[src/rtl/irq_arb_pkg.sv]
package irq_arb_pkg;

    typedef enum logic [1:0] {
        ST_IDLE  = 2'd0,
        ST_ARMED = 2'd1,
        ST_GRANT = 2'd2
    } arb_state_e;

    typedef enum logic [1:0] {
        SRC_NONE = 2'd0,
        SRC_NMI  = 2'd1,
        SRC_ABRK = 2'd2,
        SRC_MASK = 2'd3
    } src_kind_e;

    localparam int VEC_W = 6;
    localparam logic [VEC_W-1:0] VEC_NMI  = 6'd1;
    localparam logic [VEC_W-1:0] VEC_ABRK = 6'd2;

endpackage

[src/rtl/irq_pend_capture.sv]
module irq_pend_capture #(
    parameter int N = 8
) (
    input  logic         clk,
    input  logic         rst_n,
    input  logic [N-1:0] req,
    input  logic         nmi,
    input  logic         addr_brk,
    input  logic [N-1:0] ack,
    input  logic         clr_nmi,
    input  logic         clr_ab,
    output logic [N-1:0] pend,
    output logic         nmi_pend,
    output logic         ab_pend
);

    logic nmi_prev;
    logic nmi_rise;

    assign nmi_rise = nmi & ~nmi_prev;

    // one latch per maskable line: set while the line is high, cleared by ack
    for (genvar k = 0; k < N; k++) begin : g_line
        always_ff @(posedge clk or negedge rst_n) begin
            if (!rst_n) begin
                pend[k] <= 1'b0;
            end else if (ack[k]) begin
                pend[k] <= 1'b0;
            end else if (req[k]) begin
                pend[k] <= 1'b1;
            end
        end
    end

    always_ff @(posedge clk or negedge rst_n) begin
        if (!rst_n) begin
            nmi_prev <= 1'b0;
            nmi_pend <= 1'b0;
            ab_pend  <= 1'b0;
        end else begin
            nmi_prev <= nmi;
            // a fresh edge in the clearing cycle is kept
            nmi_pend <= (nmi_pend & ~clr_nmi) | nmi_rise;
            if (clr_ab) begin
                ab_pend <= 1'b0;
            end else if (addr_brk) begin
                ab_pend <= 1'b1;
            end
        end
    end

endmodule

[src/rtl/irq_prio_select.sv]
module irq_prio_select
    import irq_arb_pkg::*;
#(
    parameter int N     = 8,
    parameter int IDX_W = 3
) (
    input  logic [N-1:0]     pend,
    input  logic [N-1:0]     level,
    input  logic             nmi_pend,
    input  logic             ab_pend,
    input  logic             i_bit,
    input  logic             ui_bit,
    output logic             win_valid,
    output src_kind_e        win_kind,
    output logic [IDX_W-1:0] win_idx
);

    logic         hi_open;
    logic         lo_open;
    logic [N-1:0] elig_hi;
    logic [N-1:0] elig_lo;
    logic             hi_found;
    logic             lo_found;
    logic [IDX_W-1:0] hi_idx;
    logic [IDX_W-1:0] lo_idx;

    // level-1 sources stay open until both mask bits are set
    assign hi_open = ~i_bit | ~ui_bit;
    assign lo_open = ~i_bit;

    for (genvar k = 0; k < N; k++) begin : g_elig
        assign elig_hi[k] = pend[k] &  level[k] & hi_open;
        assign elig_lo[k] = pend[k] & ~level[k] & lo_open;
    end

    // lowest index wins: scan downward so the last hit is the lowest
    always_comb begin
        hi_found = 1'b0;
        lo_found = 1'b0;
        hi_idx   = '0;
        lo_idx   = '0;
        for (int k = N - 1; k >= 0; k--) begin
            if (elig_hi[k]) begin
                hi_found = 1'b1;
                hi_idx   = IDX_W'(k);
            end
            if (elig_lo[k]) begin
                lo_found = 1'b1;
                lo_idx   = IDX_W'(k);
            end
        end
    end

    always_comb begin
        win_valid = 1'b1;
        win_kind  = SRC_NONE;
        win_idx   = '0;
        if (nmi_pend) begin
            win_kind = SRC_NMI;
        end else if (ab_pend) begin
            win_kind = SRC_ABRK;
        end else if (hi_found) begin
            win_kind = SRC_MASK;
            win_idx  = hi_idx;
        end else if (lo_found) begin
            win_kind = SRC_MASK;
            win_idx  = lo_idx;
        end else begin
            win_valid = 1'b0;
        end
    end

endmodule

[src/rtl/irq_grant_fsm.sv]
module irq_grant_fsm
    import irq_arb_pkg::*;
#(
    parameter int N        = 8,
    parameter int IDX_W    = 3,
    parameter int VEC_BASE = 16
) (
    input  logic             clk,
    input  logic             rst_n,
    input  logic             insn_done,
    input  logic             win_valid,
    input  src_kind_e        win_kind,
    input  logic [IDX_W-1:0] win_idx,
    output logic             grant_valid,
    output logic [VEC_W-1:0] vector,
    output logic [N-1:0]     ack,
    output logic             clr_nmi,
    output logic             clr_ab
);

    arb_state_e state_q;
    arb_state_e state_d;
    src_kind_e  kind_q;
    logic       take;
    logic [VEC_W-1:0] win_vec;

    assign take = (state_q != ST_GRANT) && win_valid && insn_done;

    always_comb begin
        unique case (win_kind)
            SRC_NMI:  win_vec = VEC_NMI;
            SRC_ABRK: win_vec = VEC_ABRK;
            SRC_MASK: win_vec = VEC_W'(VEC_BASE) + VEC_W'(win_idx);
            default:  win_vec = '0;
        endcase
    end

    // next-state logic
    always_comb begin
        state_d = state_q;
        unique case (state_q)
            ST_IDLE, ST_ARMED: begin
                if (take) begin
                    state_d = ST_GRANT;
                end else if (win_valid) begin
                    state_d = ST_ARMED;
                end else begin
                    state_d = ST_IDLE;
                end
            end
            ST_GRANT: state_d = ST_IDLE;
            default:  state_d = ST_IDLE;
        endcase
    end

    // state register
    always_ff @(posedge clk or negedge rst_n) begin
        if (!rst_n) begin
            state_q <= ST_IDLE;
        end else begin
            state_q <= state_d;
        end
    end

    // output register
    always_ff @(posedge clk or negedge rst_n) begin
        if (!rst_n) begin
            vector <= '0;
            ack    <= '0;
            kind_q <= SRC_NONE;
        end else if (take) begin
            vector <= win_vec;
            ack    <= (win_kind == SRC_MASK) ? (N'(1) << win_idx) : '0;
            kind_q <= win_kind;
        end else begin
            vector <= '0;
            ack    <= '0;
            kind_q <= SRC_NONE;
        end
    end

    assign grant_valid = (state_q == ST_GRANT);
    assign clr_nmi     = grant_valid && (kind_q == SRC_NMI);
    assign clr_ab      = grant_valid && (kind_q == SRC_ABRK);

endmodule

[src/rtl/irq_mask_arbiter.sv]
module irq_mask_arbiter
    import irq_arb_pkg::*;
#(
    parameter int N        = 8,
    parameter int VEC_BASE = 16
) (
    input  logic         clk,
    input  logic         rst_n,
    input  logic [N-1:0] req,
    input  logic [N-1:0] level,
    input  logic         nmi,
    input  logic         addr_brk,
    input  logic         i_bit,
    input  logic         ui_bit,
    input  logic         insn_done,
    output logic         grant_valid,
    output logic [5:0]   vector,
    output logic [N-1:0] ack,
    output logic         new_i,
    output logic         new_ui
);

    localparam int IDX_W = (N > 1) ? $clog2(N) : 1;

    logic [N-1:0]     pend;
    logic             nmi_pend;
    logic             ab_pend;
    logic             clr_nmi;
    logic             clr_ab;
    logic             win_valid;
    src_kind_e        win_kind;
    logic [IDX_W-1:0] win_idx;

    irq_pend_capture #(.N(N)) u_pend (
        .clk      (clk),
        .rst_n    (rst_n),
        .req      (req),
        .nmi      (nmi),
        .addr_brk (addr_brk),
        .ack      (ack),
        .clr_nmi  (clr_nmi),
        .clr_ab   (clr_ab),
        .pend     (pend),
        .nmi_pend (nmi_pend),
        .ab_pend  (ab_pend)
    );

    irq_prio_select #(.N(N), .IDX_W(IDX_W)) u_sel (
        .pend      (pend),
        .level     (level),
        .nmi_pend  (nmi_pend),
        .ab_pend   (ab_pend),
        .i_bit     (i_bit),
        .ui_bit    (ui_bit),
        .win_valid (win_valid),
        .win_kind  (win_kind),
        .win_idx   (win_idx)
    );

    irq_grant_fsm #(.N(N), .IDX_W(IDX_W), .VEC_BASE(VEC_BASE)) u_fsm (
        .clk         (clk),
        .rst_n       (rst_n),
        .insn_done   (insn_done),
        .win_valid   (win_valid),
        .win_kind    (win_kind),
        .win_idx     (win_idx),
        .grant_valid (grant_valid),
        .vector      (vector),
        .ack         (ack),
        .clr_nmi     (clr_nmi),
        .clr_ab      (clr_ab)
    );

    // on a grant the CPU loads both mask bits set; otherwise the bits pass through
    assign new_i  = grant_valid | i_bit;
    assign new_ui = grant_valid | ui_bit;

endmodule

[config.mk]
export PLATFORM = sky130hd
export DESIGN_NAME = irq_mask_arbiter
export DESIGN_NICKNAME = d
export VERILOG_FILES = /design/src/rtl/irq_arb_pkg.sv /design/src/rtl/irq_pend_capture.sv /design/src/rtl/irq_prio_select.sv /design/src/rtl/irq_grant_fsm.sv /design/src/rtl/irq_mask_arbiter.sv
export SDC_FILE = /design/constraint.sdc
export NUM_CORES = 1
export LEC_CHECK = 0
export BUFFER_PORTS_ARGS = -buffer_cell sky130_fd_sc_hd__buf_2
export CORE_ASPECT_RATIO = 1.2
export CORE_UTILIZATION = 30
export CTS_BUF_LIST = sky130_fd_sc_hd__clkbuf_4 sky130_fd_sc_hd__clkbuf_8 sky130_fd_sc_hd__clkbuf_16
export CTS_CLUSTER_DIAMETER = 80
export DETAILED_ROUTE_END_ITERATION = 8
export PLACE_DENSITY = 0.62
export SETUP_SLACK_MARGIN = 0.15
export SYNTH_ARGS = -nofsm -noshare
export SYNTH_HDL_FRONTEND = slang
export SYNTH_SLANG_ARGS = --single-unit
[constraint.sdc]
create_clock -name clk -period 2 [get_ports clk]
set_input_delay 0.1 -clock clk [delete_from_list [all_inputs] [get_ports clk]]
set_output_delay 0.1 -clock clk [all_outputs]
set_load 0.02 [all_outputs]
Word level (Yosys, flattened, before mapping)
Index checks and enable logic that the tools add are counted.
{"block": "op_classes", "add_sub_neg": 1, "bitwise_logic": 50, "n_eq_ne": 8, "shift": 1, "mux": 70, "reduce_logical": 15}
{"op": "3-bit two-way mux", "count": 20}
{"op": "1-bit two-way mux", "count": 39}
{"op": "1-bit AND", "count": 34}
{"op": "6-bit case mux with 3 select lines", "count": 1}
{"op": "2-bit nonzero test", "count": 9}
{"op": "8-bit two-way mux", "count": 2}
{"op": "2-bit two-way mux", "count": 7}
{"op": "1-bit inverter", "count": 12}
{"op": "2-bit == test, second input constant", "count": 4}
{"op": "1-bit by 3-bit left shift with 8-bit output, first input constant", "count": 1}
{"op": "5-bit by 3-bit adder with 6-bit output, first input constant", "count": 1}
{"op": "2-bit by 1-bit == test with 1-bit output, second input constant", "count": 3}
{"op": "6-bit two-way mux", "count": 1}
{"op": "1-bit logical AND", "count": 4}
{"op": "1-bit bitwise OR", "count": 4}
{"op": "2-bit zero test", "count": 1}
{"op": "2-bit != test, second input constant", "count": 1}
{"op": "2-bit OR reduction", "count": 1}
{"block": "word_totals", "output_inout_bits": 17, "elab_cells": 160, "ff_bits": 29, "inputBits": 23}

Longest topological paths before layout
Gate-level depths: netlist (run 1).
{"block": "logic_depth", "ltp_word": 19, "depth_mapped": 6, "mapped_depth_nobuf": 5}

Hierarchy
Synthesis (run 1) repeated with hierarchy kept, for this count alone.
{"block": "unflattened", "cells_unflattened": 135, "area_unflattened_um2": 1328.8}
{"module": "irq_grant_fsm", "instances": 1, "cells_per_inst": 50, "seq_area_each_um2": 400.4, "area_per_inst_um2": 638.1}
{"module": "irq_pend_capture", "instances": 1, "cells_per_inst": 32, "seq_area_each_um2": 275.3, "area_per_inst_um2": 362.8}
{"module": "irq_prio_select", "instances": 1, "cells_per_inst": 51, "seq_area_each_um2": 0.0, "area_per_inst_um2": 315.3}
{"module": "irq_mask_arbiter", "instances": 1, "cells_per_inst": 2, "seq_area_each_um2": 0.0, "area_per_inst_um2": 12.5}

Worst setup path after synthesis (run 1)
Ideal clock, no wire load.
{"block": "synth_path", "kind": "flip-flop to flip-flop", "start": "reg u_pend.ab_pend", "end": "reg u_fsm.ack[4]", "setup_time_ps": 94, "setup_slack_ps": 168, "synth_period_minus_slack_ps": 1832, "stages_incl_launch_ff": 7, "t_arrival_ps": 1738, "required_time_ps": 1906, "path_buffers": 1, "path_cell_list": "dfrtp_1 > buf_2 > nor2_2 > nand3_1 > a31oi_4 > or4b_4 > a211oi_1"}
{"block": "synth_between", "elab_chain_cells": 5, "word_cells_on_any_way": 12, "cone_classes": "eq/ne (1); shift (1); mux (8); reduce/logical (2)"}
{"element": "start: declaration", "line": "irq_pend_capture.sv:14", "source": "output logic ab_pend"}
{"element": "start signal: assignment", "line": "irq_pend_capture.sv:39", "source": "ab_pend <= 1'b0;"}
{"element": "start signal: assignment", "line": "irq_pend_capture.sv:45", "source": "ab_pend <= 1'b0;"}
{"element": "start signal: assignment", "line": "irq_pend_capture.sv:47", "source": "ab_pend <= 1'b1;"}
{"element": "2-bit two-way mux (tied with other cells)", "line": "irq_prio_select.sv:60", "source": "end else if (ab_pend) begin"}
{"element": "2-bit two-way mux (tied with other cells)", "line": "irq_prio_select.sv:58", "source": "if (nmi_pend) begin"}
{"element": "2-bit == test (tied with other cells)", "line": "irq_grant_fsm.sv:73", "source": "ack <= (win_kind == SRC_MASK) ? (N'(1) << win_idx) : '0;"}
{"element": "8-bit two-way mux or 1-bit logical AND (tied branches)", "line": "irq_grant_fsm.sv:73, irq_grant_fsm.sv:27"}
{"element": "8-bit two-way mux *", "line": "irq_grant_fsm.sv:71", "source": "end else if (take) begin"}
{"element": "end signal: assignment", "line": "irq_grant_fsm.sv:73"}
{"element": "end: declaration", "line": "irq_grant_fsm.sv:16", "source": "output logic [N-1:0] ack,"}
Every way passes the cells marked *; elsewhere a longest branch is shown, timed or not.
A chain may end at the register's enable or synchronous reset.

Worst setup path after layout (run 1)
{"block": "layout_path", "start": "reg u_pend.pend[3]", "end": "reg u_fsm.vector[0]"}
{"block": "layout_between", "elab_chain_cells": 13, "word_cells_on_any_way": 40, "cone_classes": "add/sub (1); eq/ne (3); mux (30); bitwise (4); reduce/logical (2)"}
{"element": "start: declaration", "line": "irq_pend_capture.sv:12", "source": "output logic [N-1:0] pend,"}
{"element": "start signal: indexed assignment", "line": "irq_pend_capture.sv:26", "source": "pend[k] <= 1'b0;"}
{"element": "start signal: indexed assignment", "line": "irq_pend_capture.sv:28", "source": "pend[k] <= 1'b0;"}
{"element": "start signal: indexed assignment", "line": "irq_pend_capture.sv:30", "source": "pend[k] <= 1'b1;"}
{"element": "1-bit AND (2 in series)", "line": "irq_prio_select.sv:33", "source": "assign elig_lo[k] = pend[k] & ~level[k] & lo_open;"}
{"element": "3-bit two-way mux or 1-bit two-way mux (tied branches) (4 in series)", "line": "irq_prio_select.sv:47", "source": "if (elig_lo[k]) begin"}
{"element": "3-bit two-way mux (tied with other cells)", "line": "irq_prio_select.sv:65", "source": "end else if (lo_found) begin"}
{"element": "3-bit two-way mux (tied with other cells)", "line": "irq_prio_select.sv:62", "source": "end else if (hi_found) begin"}
{"element": "3-bit two-way mux (tied with other cells)", "line": "irq_prio_select.sv:60"}
{"element": "3-bit two-way mux (tied with other cells)", "line": "irq_prio_select.sv:58"}
{"element": "5-bit by 3-bit adder with 6-bit output (tied with other cells)", "line": "irq_grant_fsm.sv:33", "source": "SRC_MASK: win_vec = VEC_W'(VEC_BASE) + VEC_W'(win_idx);"}
{"element": "6-bit case mux with 3 select lines or 1-bit logical AND (tied branches)", "line": "irq_grant_fsm.sv:30, irq_grant_fsm.sv:27"}
{"element": "6-bit two-way mux *", "line": "irq_grant_fsm.sv:71"}
{"element": "end signal: assignment", "line": "irq_grant_fsm.sv:72", "source": "vector <= win_vec;"}
{"element": "end: declaration", "line": "irq_grant_fsm.sv:15", "source": "output logic [VEC_W-1:0] vector,"}
Marks and branches as above.

==> metrics, run 1 <==
Sink Count=27; clk_skew=0.00621 ns; Slew Viols, Final=0; leakage=0.882 nW; first-pass GRT wire length=5670 um; Post-Place Setup Slack=-0.0465 ns; routability cong.=0.830; FMAX=522 MHz; slew margin rel.=0.609; pin count of the biggest net entering global routing=28; Pwr Density=559 nW/um2; Max IR drop VDD=0.392 mV; DP Wirelength=2540 um; Post-DRT Antenna Nets=0; Core ar.=4330 um2; commonest cells after routing, fill and taps aside=buf_2, dfrtp_1, nor2_1, buf_4, nand2b_1; CTS root buf=clkbuf_8; Yosys Warn Count=0; wire per inst=13.7 um; Yosys reg bits=27; aggregate routed wire length=3440 um; via count=1232; Via density=4.93; reg2reg path depth=5; final hold violations=0; Total GRT Usage=0.148; synth top area cells=dfrtp_1, nor2_1, nand2b_1; reg2reg start=u_pend.pend[3]; crit-path max FO=5; ports placed on the boundary=40; Worst EP arrival=2.08 ns; post-synth top area share=0.488; Mean Syn Cell Area=10.3 um2; Starting Density=0.320; worst skew pair latency=0.27 ns; Die W=64 um; reg2reg end=u_fsm.vector[0]; EDFF count, synth=0; Seq/Total Area, Yosys=0.488; Final setup viols=0; share of cells above drive strength 1=0.448; post-synthesis instance total=135; CP Class=reg -> reg; RSZ-0062 raised after global routing=true; Worst Setup End Kind=flop; Congestion Overflow GR=0; total of max-cap violations=0; WP data required=2.16 ns; Num CTS Buffers=3; clock slew at reported path FFs=0.09 ns; TritonCTS clock tree=yes; DIE AREA=4890 um2; P&R area growth vs syn=38.0%; Hold EP=u_pend.pend[0]; 1st-iter DRT viols=49; Final period util=0.958; vias in the first global route=1235; Power Total=0.00107 W; initial antenna violation count=0; status=completed; setup TNS=0 ns; port bufs=37; Async SR Flop Fraction=1.00; Max Buffers Root-to-Sink=2; Post-synth top flop=dfrtp_1; Worst-Margin Slew=0.587 ns; final std cell area, no fill=1910 um2; hold path depth=3; Unique masters post-synth=41; Pre-Repair DR Iteration Count=4; htree depth=1; HP Start=req[0]; worst hold path class=in -> reg; commonest non-fill, non-tap cell in the layout=buf_2; post-synth top area cell=dfrtp_1; Final nets=218; DRC=0; Ant. Diodes=0; fin crit period=1.92 ns; final setup margin=0.0837 ns; R2R Setup Slk=0.08 ns; row cnt=26; Post-Syn Area=1380 um2; chip height=76.4 um; Post-DP Area=1680 um2; startpoint types=flop
[power by group]
part	switching (W)	internal (W)	total (W)
clock network	0.000167	0.000139	0.000306
logic	0.000110	0.0000825	0.000192
registers	0.0000100	0.000560	0.000570
[flip-flops by register name (all words and copies together) (netlist names)]
name             count
u_fsm.state_q        2
u_fsm.ack            8
u_pend.nmi_pend      1
u_pend.nmi_prev      1
u_fsm.vector         4
u_pend.ab_pend       1
u_fsm.kind_q         2
u_pend.pend          8
[Yosys cell counts (2+ instances only)]
master / instances
a22oi_1: 5
nor4_2: 2
a211oi_1: 6
o21ai_0: 6
nor4_1: 2
nand2b_1: 10
a21oi_1: 4
a41o_2: 2
nor2b_1: 3
a21boi_0: 2
nand3_1: 3
o31ai_1: 2
a21o_2: 2
nand2_1: 7
dfrtp_1: 27
inv_1: 7
buf_4: 2
nor2_1: 20
[critical path, stage by stage, from the launching register on]
cell and delay, ns:
dfrtp_1 0.43, a22oi_2 0.24, a41o_4 0.28, a21bo_4 0.24
o32a_4 0.36, o31ai_1 0.25
[layout make-up]
type,instances,area (um2)
timing repair buffer,59,355
tap,56,70.1
sequential,27,676
clock buffer,3,41.3
fill,428,2420
inverter,7,26.3
multi-input combinational,97,736
clock inverter,1,5.00
[cells by family (layout without fill, tap and decap cells)]
| family | count (synthesis) | count (layout) | synth area share |
|---|---|---|---|
| other | 1 | 2 | 0.00271 |
| AO/OA/AOI/OAI | 42 | 42 | 0.259 |
| flip-flops | 27 | 27 | 0.488 |
| buffers and inverters | 12 | 70 | 0.0443 |
| AND/OR/NAND/NOR | 53 | 53 | 0.205 |
[metrics by stage]
stage	cells	utilization	hold slack, ns
2_1_floorplan	136	-	-0.196
3_3_place_gp	233	0.387	0.133
3_5_place_dp	233	0.387	0.135
4_1_cts	246	0.429	0.0326
5_1_grt	250	0.441	0.0440
6_report	250	0.441	0.0348
[metal layers]
metal	part of all wire	vias up	routed length (um)	track usage
met4	0.015	0	53	0.0409
met5	0	-	0	0
met1	0.45	597	1540	0.179
met3	0.030	8	104	0.0180
met2	0.50	24	1740	0.268
li1	-	603	-	-
[worst max-delay path by stage]
stage | slack [ns] | to | start
after floorplan | 0.17 | u_fsm.ack[4] | u_pend.ab_pend
after global placement | -0.05 | u_fsm.ack[0] | u_pend.pend[3]
after detailed placement | -0.05 | u_fsm.ack[2] | u_pend.pend[3]
after CTS | 0.13 | u_fsm.ack[5] | u_pend.pend[1]
after global routing | 0.02 | u_fsm.ack[4] | u_pend.pend[0]
final | 0.08 | u_fsm.vector[0] | u_pend.pend[3]
[repair_timing]
action,4_1_cts,5_1_grt
endpoints found under the hold margin,28,0
setup buffers,7,4
hold buffers,2,0
pin swaps,10,4
endpoints found under the setup margin,9,11
resized for setup,11,4
(Power assumes the default switching activity.)
==> run 2, diff against run 1 <==
--- a/config.mk
+++ b/config.mk
@@ -15,4 +15,5 @@
 export SETUP_SLACK_MARGIN = 0.15
 export SYNTH_ARGS = -nofsm -noshare
 export SYNTH_HDL_FRONTEND = slang
+export SYNTH_HIERARCHICAL = 1
 export SYNTH_SLANG_ARGS = --single-unit
==> metrics, run 2 <==
port bufs=37; share of cells above drive strength 1=0.420; EDFF count, synth=0; GR Util met1=0.171; commonest cells after routing, fill and taps aside=buf_2, dfrtp_1, nor2_1; P&R area growth vs syn=39.6%; critical-path cell list=a22oi_2 -> a31oi_2 -> or3_4 -> o21bai_1 -> o311a_1 -> or2_4 -> nor4_4; Crit path max-delay family=simple AND/OR/NAND/NOR gates; slew margin rel.=0.608; ports placed on the boundary=40; total of max-cap violations=0; Worst EP arrival=2.28 ns; Pwr Density=596 nW/um2; Ant. Diodes=0; commonest non-fill, non-tap cell in the layout=buf_2; Inst Count DP=234; Num CTS Buffers=3; routability cong.=0.780; Post-DRT Antenna Nets=0; TritonCTS clock tree=yes; final hold violations=0; Largest stage delay, worst path=0.41 ns; most common cell in the netlist=dfrtp_1; Congestion Overflow GR=0; leakage=0.851 nW; CP Buf/Inv Count=0; post-synth top area share=0.508; Max IR drop VDD=0.227 mV; startpoint types=flop; wire per inst=12.6 um; chip height=74.9 um; Mean Syn Cell Area=9.84 um2; first-pass GRT wire length=5240 um; Post-Syn Area=1330 um2; Die W=62.8 um; DRC=0; Async SR Flop Fraction=1.00; row cnt=26; synth top area cells=dfrtp_1, nor2_1, nand2b_1; Slowest cell on crit path=dfrtp_1; Unique masters post-synth=34; Post-Place Setup Slack=-0.0921 ns; CP Class=reg -> reg; vias in the first global route=1199; Yosys reg bits=27; post-synthesis mux area share=0; DP Wirelength=2270 um; Post-synth top flop=dfrtp_1; met3 Track Usage GR=0.0212; Worst-Margin Slew=0.588 ns; biggest regs=u_fsm/ack: 8 flops, u_pend/pend: 8 flops, u_fsm/vector: 4 flops; Worst Setup End Kind=flop; htree depth=1; Top Usage Layer GRT=met2; Seq/Total Area, Yosys=0.508; Sink Count=27; Final period util=1.05; Starting Density=0.312; aggregate routed wire length=3080 um; Synth Area in Compound Gates=0.105; fin crit period=2.11 ns; met2 track utilization from global routing=0.266; Yosys Warn Count=6; worst skew pair latency=0.26 ns; Slew Viols, Final=0; WP data required=2.17 ns; clock slew at reported path FFs=0.09 ns; DIE AREA=4700 um2; status=finished with violations; Total GRT Usage=0.145; crit-path max FO=3; final core occ=0.435; post-synthesis instance total=135; non-filler cells, final=244; pin count of the biggest net entering global routing=28; most frequent cells after synthesis=dfrtp_1, nor2_1, nand2_1; final setup margin=-0.110 ns; Pre-Repair DR Iteration Count=4; clk_skew=0.00431 ns; via count=1156; combinational family with the most area after synthesis=simple AND/OR/NAND/NOR gates; 1st-iter DRT viols=57; Final setup viols=12; post-synth top area cell=dfrtp_1; Final nets=212; Via density=4.74; FMAX=474 MHz; worst hold path class=in -> reg; xor/xnor cell area share of the yosys netlist=0; violated checks=setup timing; CTS root buf=clkbuf_8; Core ar.=4260 um2; initial antenna violation count=0; RSZ-0062 raised after global routing=true; Post-Synth Simple-Gate Area=0.340; Post-Synth Adder-Cell Area=0; Max Buffers Root-to-Sink=2
-- run 2: cell types whose count changed after synthesis, sizes merged, moves of 3 or more --
cell    delta
a211oi     -6
a21oi      +3
a22oi      -4
a41o       -3
inv        -3
nand2      +7
nor3b      +4
nor4       +5
o21ai      -6
-- run 2: final cells by class --
type	count	area, um2
sequential	27	676
clock buffer	4	48.8
timing repair buffer	53	324
tap	56	70.1
inverter	4	15.0
fill	415	2410
multi-input combinational	100	722
-- run 2: power by group --
group / internal, W / switching [W] / leakage [nW]
sequential: 0.000564 / 0.0000135 / 0.318
clock: 0.000156 / 0.000156 / 0.0262
combinational: 0.0000977 / 0.000118 / 0.507
total: 0.000818 / 0.000288 / 0.851
-- run 2: worst reg2reg max path: cells and delay by family, from the launching register on --
kind	cells	cell delay [ns]
AO/OA/AOI/OAI	4	0.68
flip-flops	1	0.41
AND/OR/NAND/NOR	3	0.94
-- run 2: path summary, 6_finish.rpt --
path / slack (ns) / start / cells after the start / endpoint
max: -0.11 / u_pend/pend[5] / 7 / u_fsm/ack[0]
min: 0.05 / req[0] / 3 / u_pend/pend[0]
max reg2reg: -0.11 / u_pend/pend[5] / 7 / u_fsm/ack[0]
min reg2reg: 0.42 / u_fsm/ack[7] / 1 / u_pend/pend[7]
max in group asynchronous: 1.24 / rst_n / 2 / u_pend/pend[5]
min in group asynchronous: 0.37 / rst_n / 2 / u_pend/pend[2]
-- run 2: logic make-up after synthesis --
| family | Yosys count |
|---|---|
| other | 1 |
| AO/OA/AOI/OAI | 19 |
| flip-flops | 27 |
| buffers and inverters | 9 |
| AND/OR/NAND/NOR | 79 |
-- run 2: per-layer routing --
layer,share of wire,vias to the layer above
li1,-,579
met1,0.43,546
met2,0.53,29
met3,0.034,2
met4,0.011,0
met5,0,-
-- run 2: timing repair --
| action | in CTS | in global routing |
|---|---|---|
| setup endpoints to repair | 15 | 16 |
| hold buffers | 3 | 0 |
| setup buffers | 2 | 1 |
| resized for setup | 15 | 8 |
| hold endpoints to repair | 29 | 0 |
| pin swaps | 8 | 4 |
-- run 2: metrics by stage --
step | TNS, ns | total power, W | hold slack, ns | instance area, um2
after floorplan | 0 | 0.000699 | -0.196 | 1350
after global placement | -0.0694 | 0.000767 | 0.134 | 1630
after detailed placement | -0.163 | 0.000768 | 0.135 | 1630
after CTS | -0.106 | 0.00110 | 0.0391 | 1810
after global routing | -2.29 | 0.00116 | 0.0481 | 1860
final | -0.513 | 0.00111 | 0.0466 | 1860
==> run 3, diff against run 2 <==
--- a/config.mk
+++ b/config.mk
@@ -12,6 +12,7 @@
 export CTS_CLUSTER_DIAMETER = 80
 export DETAILED_ROUTE_END_ITERATION = 8
 export PLACE_DENSITY = 0.62
+export RECOVER_POWER = 50
 export SETUP_SLACK_MARGIN = 0.15
 export SYNTH_ARGS = -nofsm -noshare
 export SYNTH_HDL_FRONTEND = slang
==> metrics, run 3 (same netlist as run 2, synthesis figures left out) <==
chip height=74.9 um; clock slew at reported path FFs=0.09 ns; ports placed on the boundary=40; Worst-Margin Slew=1.40 ns; Core ar.=4260 um2; CTS root buf=clkbuf_8; Post-DP Area=1630 um2; worst hold path class=in -> reg; Power Total=0.00110 W; Ant. Diodes=0; initial antenna violation count=0; row cnt=26; # fillers=418; Worst Setup End Kind=flop; DIE AREA=4700 um2; Sink Count=27; 1st-iter DRT viols=53; htree depth=1; biggest regs=u_fsm/ack: 8 flops, u_pend/pend: 8 flops, u_fsm/vector: 4 flops; DRC=0; leakage=0.834 nW; DP Wirelength=2270 um; Post-DRT Antenna Nets=0; vias in the first global route=1199; wire per inst=12.7 um; pin count of the biggest net entering global routing=28; startpoint types=flop; Pwr Density=597 nW/um2; final setup margin=-0.113 ns; clk_skew=0.00320 ns; routability cong.=0.780; port bufs=37; setup TNS=-0.539 ns; Congestion Overflow GR=0; FMAX=473 MHz; Total GRT Usage=0.145; aggregate routed wire length=3090 um; Final nets=212; Pre-Repair DR Iteration Count=4; Final setup viols=14; commonest non-fill, non-tap cell in the layout=buf_2; slew margin rel.=0.0671; commonest cells after routing, fill and taps aside=buf_2, dfrtp_1, nor2_1; crit-path max FO=3; RSZ-0062 raised after global routing=true; Max IR drop VDD=0.224 mV; total of max-cap violations=0; P&R area growth vs syn=39.2%; violated checks=setup timing; first-pass GRT wire length=5240 um; status=finished with violations; Num CTS Buffers=3; Via density=4.76; TritonCTS clock tree=yes; WP data required=2.17 ns; R2R Setup Slk=-0.11 ns; via count=1161; Final period util=1.06; final core occ=0.434; fin crit period=2.11 ns; CP Class=reg -> reg; Slew Viols, Final=0; share of cells above drive strength 1=0.394; WHS=0.0459 ns; Max Buffers Root-to-Sink=2; Die W=62.8 um; final hold violations=0; worst skew pair latency=0.26 ns; Starting Density=0.312; Worst EP arrival=2.28 ns; final std cell area, no fill=1850 um2
## run 3: cell types whose count changed in the layout (fill, tap and decap cells not counted), sizes merged
cell	before	now
buf	50	45
clkbuf	4	9
## run 3: power by group
group          leakage, nW  switching [W]  internal [W]
logic                0.489       0.000118     0.0000960
registers            0.318      0.0000136      0.000564
clock network       0.0262       0.000156      0.000156
## run 3: through the flow
step                      instances  setup WS (ns)
final                           244         -0.113
after global routing            244         -0.197
after CTS                       243        -0.0359
after detailed placement        234        -0.0921
after global placement          234        -0.0649
after floorplan                 136         0.0454
## run 3: per-layer routing
layer / vias to the layer above / routed length, um / share of wire / GRT usage
met5: - / 0 / 0 / 0
met2: 31 / 1660 / 0.54 / 0.266
met1: 549 / 1280 / 0.41 / 0.171
li1: 579 / - / - / -
met4: 0 / 34 / 0.011 / 0.0620
met3: 2 / 114 / 0.037 / 0.0212
## run 3: final timing paths
| path | from | endpoint | depth (start not counted) |
|---|---|---|---|
| min in group asynchronous | rst_n | u_pend/pend[2] | 2 |
| min | req[0] | u_pend/pend[0] | 3 |
| max | u_pend/pend[5] | u_fsm/ack[0] | 7 |
| min reg2reg | u_fsm/ack[7] | u_pend/pend[7] | 1 |
| max reg2reg | u_pend/pend[5] | u_fsm/ack[0] | 7 |
| max in group asynchronous | rst_n | u_pend/pend[5] | 2 |
## run 3: area by class of cell
cell class              count  area, um2  share of cell area
multi-input cells         100        722               0.390
repair buffers             53        318               0.172
inverters                   4       15.0             0.00812
flip-flops and latches     27        676               0.365
clock buffers               4       48.8              0.0264
well taps                  56       70.1              0.0379
## run 3: what timing repair did
item / 4_1_cts / 5_1_grt
resized for setup: 15 / 8
pin swaps: 8 / 4
endpoints found under the hold margin: 29 / 0
endpoints found under the setup margin: 15 / 16
buffers inserted: 2 / 1
hold buffers: 3 / 0
## run 3: worst max-delay path, stage by stage (launching register included)
cell,delay (ns)
dfrtp_1,0.41
a22oi_2,0.21
a31oi_2,0.14
or3_4,0.41
o21bai_1,0.17
o311a_1,0.16
or2_4,0.27
nor4_4,0.26
